==> config.mk <==
export PLATFORM = sky130hd
export DESIGN_NAME = pci_bus_arbiter
export DESIGN_NICKNAME = d
export VERILOG_FILES = /design/src/rtl/pci_arb_pkg.sv /design/src/rtl/pci_arb_switch_tree.sv /design/src/rtl/pci_arb_grant_fsm.sv /design/src/rtl/pci_bus_arbiter.sv
export SDC_FILE = /design/constraint.sdc
export NUM_CORES = 1
export LEC_CHECK = 0
export ABC_AREA = 1
export BUFFER_PORTS_ARGS = -buffer_cell sky130_fd_sc_hd__buf_2
export CAP_MARGIN = 20
export CORE_AREA = 8 8 45 47
export DETAILED_ROUTE_END_ITERATION = 8
export DIE_AREA = 0 0 53 55
export GPL_TIMING_DRIVEN = 0
export PLACE_DENSITY = 0.69
export SYNTH_ARGS = -nofsm -noshare
export SYNTH_HDL_FRONTEND = slang
export SYNTH_SLANG_ARGS = --single-unit
export TNS_END_PERCENT = 5
==> constraint.sdc <==
create_clock -name clk -period 1.9 [get_ports clk]
set_input_delay 0.285 -clock clk [delete_from_list [all_inputs] [get_ports clk]]
set_output_delay 0.285 -clock clk [all_outputs]
set_load 0.01 [all_outputs]
==> src/rtl/pci_arb_pkg.sv <==
package pci_arb_pkg;

    typedef enum logic [1:0] {
        ST_IDLE = 2'd0,
        ST_HOLD = 2'd1,
        ST_OWN  = 2'd2
    } arb_state_e;

endpackage

==> src/rtl/pci_arb_switch_tree.sv <==
module pci_arb_switch_tree #(
    parameter int LEVELS = 2,
    localparam int NUM_MST = 1 << LEVELS
) (
    input  logic               clk,
    input  logic               rst_n,
    input  logic [NUM_MST-1:0] req,
    input  logic               upd,
    input  logic [LEVELS-1:0]  upd_idx,
    output logic [LEVELS-1:0]  win_idx,
    output logic               any_req
);

    localparam int NODES = 2 * NUM_MST;
    localparam logic [LEVELS:0] ONE = {{LEVELS{1'b0}}, 1'b1};

    // Heap-numbered nodes: node n has children 2n and 2n+1, leaves are masters.
    logic [NODES-1:1]   any_n;
    logic [NUM_MST-1:1] sw;
    logic [NUM_MST-1:1] sw_nxt;

    genvar gi;
    generate
        for (gi = 0; gi < NUM_MST; gi++) begin : g_leaf
            assign any_n[NUM_MST + gi] = req[gi];
        end
        for (gi = 1; gi < NUM_MST; gi++) begin : g_node
            assign any_n[gi] = any_n[2*gi] | any_n[2*gi + 1];
        end
    endgenerate

    assign any_req = any_n[1];

    // Walk from the root toward the preferred branch, falling back when empty.
    logic [LEVELS:0] walk;
    logic [LEVELS:0] lft;
    logic [LEVELS:0] pref;
    always_comb begin
        walk = ONE;
        lft  = '0;
        pref = '0;
        for (int k = 0; k < LEVELS; k++) begin
            lft  = {walk[LEVELS-1:0], 1'b0};
            pref = sw[walk[LEVELS-1:0]] ? (lft | ONE) : lft;
            walk = any_n[pref] ? pref : (pref ^ ONE);
        end
        win_idx = walk[LEVELS-1:0];
    end

    // Every switch on the path to the granted leaf points away from it.
    logic [LEVELS:0] leaf;
    logic [LEVELS:0] anc;
    logic [LEVELS:0] chld;
    always_comb begin
        sw_nxt = sw;
        leaf   = {1'b1, upd_idx};
        anc    = '0;
        chld   = '0;
        if (upd) begin
            for (int k = 1; k <= LEVELS; k++) begin
                anc  = leaf >> k;
                chld = leaf >> (k - 1);
                sw_nxt[anc[LEVELS-1:0]] = ~chld[0];
            end
        end
    end

    always_ff @(posedge clk or negedge rst_n) begin
        if (!rst_n) sw <= '0;
        else        sw <= sw_nxt;
    end

    // root turns to the pair that was not just served
    p_root_away_r5: assert property (@(posedge clk) disable iff (!rst_n)
        upd |=> (sw[1] == ~$past(upd_idx[LEVELS-1])));

    // switches move only on a master grant
    p_sw_frozen_r10: assert property (@(posedge clk) disable iff (!rst_n)
        !upd |=> $stable(sw));

endmodule

==> src/rtl/pci_arb_grant_fsm.sv <==
module pci_arb_grant_fsm
    import pci_arb_pkg::*;
#(
    parameter int LEVELS = 2,
    localparam int NUM_MST = 1 << LEVELS
) (
    input  logic               clk,
    input  logic               rst_n,
    input  logic               io_req,
    input  logic [NUM_MST-1:0] mst_req,
    input  logic               any_mst,
    input  logic [LEVELS-1:0]  win_idx,
    input  logic               hlda,
    input  logic               bus_idle,
    output logic               hold_o,
    output logic [NUM_MST-1:0] mst_gnt,
    output logic               io_gnt,
    output logic               upd,
    output logic [LEVELS-1:0]  upd_idx
);

    arb_state_e        state;
    arb_state_e        state_nxt;
    logic              owner_io;
    logic [LEVELS-1:0] owner_idx;
    logic              any_req;
    logic              owner_req;
    logic              take_bus;
    logic              give_up;

    assign any_req   = io_req | any_mst;
    assign owner_req = owner_io ? io_req : mst_req[owner_idx];
    assign take_bus  = (state == ST_HOLD) && hlda && bus_idle && any_req;
    assign give_up   = (state == ST_OWN) && bus_idle &&
                       (!owner_req || (!owner_io && io_req));

    // Next-state decision
    always_comb begin
        state_nxt = state;
        unique case (state)
            ST_IDLE: if (any_req) state_nxt = ST_HOLD;
            ST_HOLD: begin
                if (!any_req)      state_nxt = ST_IDLE;
                else if (take_bus) state_nxt = ST_OWN;
            end
            ST_OWN:  if (give_up) state_nxt = any_req ? ST_HOLD : ST_IDLE;
            default: state_nxt = ST_IDLE;
        endcase
    end

    // State register
    always_ff @(posedge clk or negedge rst_n) begin
        if (!rst_n) state <= ST_IDLE;
        else        state <= state_nxt;
    end

    // Owner register, loaded on the granted transition
    always_ff @(posedge clk or negedge rst_n) begin
        if (!rst_n) begin
            owner_io  <= 1'b0;
            owner_idx <= '0;
        end else if (take_bus) begin
            owner_io  <= io_req;
            owner_idx <= win_idx;
        end
    end

    assign upd     = take_bus && !io_req;
    assign upd_idx = win_idx;

    // Outputs decoded from registered state only
    always_comb begin
        hold_o  = 1'b0;
        mst_gnt = '0;
        io_gnt  = 1'b0;
        unique case (state)
            ST_IDLE: ;
            ST_HOLD: hold_o = 1'b1;
            ST_OWN: begin
                hold_o = 1'b1;
                if (owner_io) io_gnt = 1'b1;
                else          mst_gnt[owner_idx] = 1'b1;
            end
            default: ;
        endcase
    end

    // a grant starts only after the hold was acknowledged
    p_hlda_first_r2: assert property (@(posedge clk) disable iff (!rst_n)
        (state == ST_OWN && $past(state) == ST_HOLD) |-> $past(hlda));

    // the on-chip agent wins any arbitration it joins
    p_io_wins_r3: assert property (@(posedge clk) disable iff (!rst_n)
        (state == ST_HOLD && hlda && bus_idle && io_req) |=> io_gnt);

    // grants appear or vanish only on an idle bus
    p_idle_change_r6: assert property (@(posedge clk) disable iff (!rst_n)
        ((state != $past(state)) && (state == ST_OWN || $past(state) == ST_OWN))
        |-> $past(bus_idle));

    // nothing pending after the owner leaves releases the hold
    p_release_r9: assert property (@(posedge clk) disable iff (!rst_n)
        (state == ST_OWN && bus_idle && !any_req) |=> !hold_o);

endmodule

==> src/rtl/pci_bus_arbiter.sv <==
module pci_bus_arbiter #(
    parameter int LEVELS = 2,
    localparam int NUM_MST = 1 << LEVELS
) (
    input  logic               clk,
    input  logic               rst_n,
    input  logic [NUM_MST-1:0] req_n,
    input  logic               io_req_n,
    output logic [NUM_MST-1:0] gnt_n,
    output logic               io_gnt_n,
    output logic               cpu_hold,
    input  logic               cpu_hlda,
    input  logic               frame_n,
    input  logic               irdy_n
);

    logic [NUM_MST-1:0] mst_req;
    logic [NUM_MST-1:0] mst_gnt;
    logic               io_req;
    logic               io_gnt;
    logic               bus_idle;
    logic               any_mst;
    logic               upd;
    logic [LEVELS-1:0]  upd_idx;
    logic [LEVELS-1:0]  win_idx;

    assign mst_req  = ~req_n;
    assign io_req   = ~io_req_n;
    assign bus_idle = frame_n & irdy_n;

    pci_arb_switch_tree #(.LEVELS(LEVELS)) u_tree (
        .clk     (clk),
        .rst_n   (rst_n),
        .req     (mst_req),
        .upd     (upd),
        .upd_idx (upd_idx),
        .win_idx (win_idx),
        .any_req (any_mst)
    );

    pci_arb_grant_fsm #(.LEVELS(LEVELS)) u_fsm (
        .clk     (clk),
        .rst_n   (rst_n),
        .io_req  (io_req),
        .mst_req (mst_req),
        .any_mst (any_mst),
        .win_idx (win_idx),
        .hlda    (cpu_hlda),
        .bus_idle(bus_idle),
        .hold_o  (cpu_hold),
        .mst_gnt (mst_gnt),
        .io_gnt  (io_gnt),
        .upd     (upd),
        .upd_idx (upd_idx)
    );

    assign gnt_n    = ~mst_gnt;
    assign io_gnt_n = ~io_gnt;

    // never two owners
    p_one_owner_r8: assert property (@(posedge clk) disable iff (!rst_n)
        $onehot0({io_gnt, mst_gnt}));

endmodule

---- Yosys cells after proc, flatten, opt, wreduce, memory -nomap -nowiden ----
Index checks and enable logic that the tools add are counted.
word-level totals
  word-level logic and storage cells ...... 73
  input port bits ......................... 10
  output and inout bits ................... 6
  bits in registers ....................... 8
operators by class
  mux-type cells .......................... 29
  $lt $le $gt $ge ......................... 7
  equality and inequality tests ........... 5
  reduce and logical (&&, ||, !) cells .... 15
  bitwise gates (word level) .............. 13
operators with widths
  cell                                                    number
  two-way mux 1 bit                                       15
  logical AND 1 bit                                       9
  < comparator 2 x 3 -> 1 bit (second input constant)     3
  < comparator 3 x 4 -> 1 bit (second input constant)     2
  two-way mux 2 bit                                       4
  two-way mux 4 bit                                       2
  NOT 4 bit                                               2
  binary-select mux 1 bit (select 3 bit)                  2
  NOT 1 bit                                               6
  one-hot mux 2 bit (3 select lines)                      1
  binary-select mux 1 bit (select 2 bit)                  2
  >= comparator 2 x 1 -> 1 bit (second input constant)    2
  inequality test 2 x 1 -> 1 bit (second input constant)  2
  bitwise OR 1 bit                                        4
  bitwise mux 3 bit                                       1
  inequality test 3 bit (second input constant)           1
  AND reduction 3 bit                                     1
  demux 1 bit (select 2 bit)                              1
  equality test 2 x 1 -> 1 bit (second input constant)    1
  equality test 2 bit (second input constant)             1
  logical NOT 1 bit                                       2
  logical NOT 2 bit                                       1
  OR reduction 2 bit                                      1
  AND 1 bit                                               1
  2 further kinds                                         2

---- Depth between registers and ports, before layout ----
  word-level depth ........................ 14
  gate-level depth with buffers ........... 11
  gate-level depth less buffers ........... 11

---- By module ----
From an unflattened synthesis, not the netlist that was laid out.
second synthesis, totals
  cell total of the unflattened synthesis .. 98
  area total of the unflattened synthesis .. 658.1 um^2
by module, submodules not included
  module               instances  seq. area each (um^2)  area an instance (um^2)  cells each
  pci_arb_grant_fsm    1          125.1                  430.4                    61
  pci_arb_switch_tree  1          75.1                   182.7                    25
  pci_bus_arbiter      1          0.0                    45.0                     12

---- Least setup slack after synthesis ----
Ideal clock, no wire load.
  path kind ............................... register to register
  from .................................... register u_fsm.state[1]
  to ...................................... register u_tree.sw[2] (netlist name)
  cell stages (with the launch flop) ...... 12
  data required time ...................... 1.774 ns
  arrival time ............................ 1.214 ns
  buffers on the path ..................... 0
  slack ................................... 0.560 ns
  cells stage by stage .................... dfrtp_1 -> inv_1 -> ha_1 -> nand2_1 -> nor2_1 -> nand2_2 -> inv_2 -> nand2_2 -> inv_2 -> nand2_4 -> nand2_2 -> o21ai_2
on the way
  longest elaborated chain between the ends .. 5
ends and longest elaborated chain
  item                            line                       text
  start, declared                 pci_arb_grant_fsm.sv:22    arb_state_e state;
  start signal, assigned          pci_arb_grant_fsm.sv:54    else state <= state_nxt;
  equality test 2 x 1 -> 1 bit    pci_arb_grant_fsm.sv:33    assign take_bus = (state == ST_HOLD) && hlda && bus_idle && any_req;
  logical AND 1 bit (3 in a row)  pci_arb_grant_fsm.sv:33
  logical AND 1 bit               pci_arb_grant_fsm.sv:68    assign upd = take_bus && !io_req;
  end signal, assigned            pci_arb_switch_tree.sv:70  else sw <= sw_nxt;
  end, declared                   pci_arb_switch_tree.sv:19  logic [NUM_MST-1:1] sw;
No other way between the ends.
A chain may end at the register's enable or synchronous reset.

---- Worst setup path in the final report ----
  from .................................... register u_fsm.state[0]
  to ...................................... output gnt_n[1]
on the way
  longest elaborated chain between the ends .. 3
ends and longest elaborated chain
  item                 line                     text
  equality test 2 bit  pci_arb_grant_fsm.sv:76  unique case (state)
  two-way mux 4 bit    pci_arb_grant_fsm.sv:76
  NOT 4 bit            pci_bus_arbiter.sv:57    assign gnt_n = ~mst_gnt;
  end, declared        pci_bus_arbiter.sv:9     output logic [NUM_MST-1:0] gnt_n,
No other way between the ends.

==> out/qor.yml <==
run_status: "complete, no violations"
grt_max_degree: 9
synth_cell_types: 17
tightest_slew_ps: 326
slowest_stage: "dfrtp_1"
die_y_um: 55
crit_type: "reg -> out"
vias_per_cell: 4.86
p_leak_nw: 0.371
final_antenna_net_count: 0
synth_area_sq_um: 588
cts_root_buf: "clkbuf_4"
hold_slack_ps: 392
insertion_delay_ps: 260
placed_cell_area_sq_um: 683
path_clk_slew_ps: 60
syn_nets: 96
yosys_warnings: 0
gp_congestion: 0.796
tritoncts: "built"
n_antenna_cell: 0
grt_use_total_pct: 9.36
cpPeakStageDelay_ps: 410
dp_hpwl_mm: 1.02
period_share_pct: 89.0
syn2layout_area_growth_pct: 22.1
wl_mm: 1.26
min_period_ps: 1690
nNetsFinal: 117
cts.sinks: 8
portBuffers: 15
htree_levels: 1
yosys_register_bits: 8
crit_top_cell: "inv_1"
syn_inst: 82
worst_setup_path_end_kind: "primary output"
num_rows: 14
holdCritPathClass: "in -> async"
slew_headroom_pct: 78.1
num_io_pins: 16
finalPower_uw: 897
fillers: 137
antenna_found_initial: 0
drc: 0
grt_pass1_vias: 504
die_w_um: 53
setup_viol: 0
rsz0062_at_grt: "false"
core_area_sq_um: 1380
initialDrtViolationCount: 5
irDropWorstVdd_uv: 595
cp_data_arrival_time_ps: 1410
post-cts-setup-buffers: 0
grt_pass1_wl_mm: 2.00
postLayoutCellArea_sq_um: 718
die_area_sq_um: 2920
max_cap_viol_count: 0
synth.avg_cell_area_sq_um: 7.17
clockBufferDepth: 2
utilization_pct: 51.9
cts_buffers: 3
p_per_area_nw_per_um2: 1250
layout-drive-gt1-share_pct: 29.7
skew_ps: 5.92
finalSetupTns_ps: 0
grt_overflow_total: 0
start_util_pct: 42.5
first_pass_iters: 4
required_ps: 1620
path_max_fanout: 4
wl_per_cell_um: 10.8
path_cells: "inv_1 -> ha_1 -> inv_1 -> nor2_2 -> nand3_1 -> buf_2"
vias: 569
worstSetupStartpointType: "flop"
slew_viol_final: 0
fmax_mhz: 592
hold_viol: 0
ys_seq_area_share_pct: 34.0
worst paths after layout:
check | startpoint | end | slack [ps] | cells past startpoint
worst min-delay path | rst_n | u_fsm.state[1] | 390 | 2
max in group asynchronous | rst_n | u_tree.sw[2] | 1340 | 2
worst max register to register | u_fsm.state[1] | u_tree.sw[2] | 370 | 11
min in group clk | io_req_n | u_tree.sw[3] | 410 | 3
worst min register to register | u_tree.sw[2] | u_tree.sw[2] | 490 | 2
worst max-delay path | u_fsm.state[0] | gnt_n[1] | 210 | 6
power by group:
part | internal (mW) | switching, mW | total, mW
sequential | 0.251 | 0.0837 | 0.334
clock | 0.0723 | 0.0585 | 0.131
combinational | 0.171 | 0.260 | 0.431
worst max-delay path, delay by kind of cell, from the launching register on:
family                   cells  cell delay, ps
flip-flops                   1             410
buffers and inverters        3             310
adder cells (fa/ha/maj)      1             220
AND/OR/NAND/NOR              2             210
synth_stat cells:
library cell	instances	area share, %
inv_2	2	1.3
o211ai_1	1	1.3
o21ai_0	6	5.1
inv_1	10	6.4
o21ai_2	1	1.5
nor2_4	1	1.9
ha_1	4	8.5
nand2_4	1	1.9
o21bai_1	2	2.6
nand2_2	6	6.4
dfrtp_1	8	34
nand3_1	11	9.4
nor2_1	5	3.2
nand3b_1	1	1.3
nand2_1	20	13
a21oi_1	2	1.7
o21ai_1	1	0.85
cell type report:
type                            count  area [sq um]  area share (%)
Inverter                           12          45.0            6.27
Multi-Input combinational cell     62           345            48.1
Timing Repair Buffer               16          85.1            11.8
Tap cell                           16          20.0            2.79
Clock buffer                        3          22.5            3.14
Sequential cell                     8           200            27.9
cell families after synthesis:
kind of cell	Yosys count	share of synthesized area [%]
AND/OR/NAND/NOR	45	36.8
AO/OA/AOI/OAI	13	13.0
buffers and inverters	12	7.66
flip-flops	8	34.0
adder cells (fa/ha/maj)	4	8.51
flip-flops by register name, summed over array words and instances (netlist names):
register	count
u_fsm.owner_idx	2
u_fsm.owner_io	1
u_fsm.state	2
u_tree.sw	3
per-stage QoR:
stage          std cells  setup slack, ps
2_1_floorplan         82              560
3_3_place_gp         113              445
3_5_place_dp         113              398
4_1_cts              117              129
5_1_grt              117             42.8
6_report             117              210
per-layer routing:
layer	up-vias	share of wire [%]	routed length, um	global-route usage (%)
met1	248	42	534	9.92
li1	302	-	-	-
met5	-	0	0	0
met3	5	8.2	104	2.14
met2	14	45	572	15.0
met4	0	4.0	51	9.05
cell usage in the layout (no fill, tap or decap), types with 3 or more instances in the layout:
cell      count
inv_1        10
nor2_1        4
nand3_1      11
clkbuf_4      3
ha_1          4
o21ai_0       6
buf_2        15
nand2_1      20
dfrtp_1       8
nand2_2       6
what timing repair did:
item	4_1_cts	5_1_grt
endpoints found under the setup margin	0	2
resized for setup	0	1
endpoints found under the hold margin	8	0
hold buffers	1	0
No activity file was read; power rests on OpenSTA's default activity.
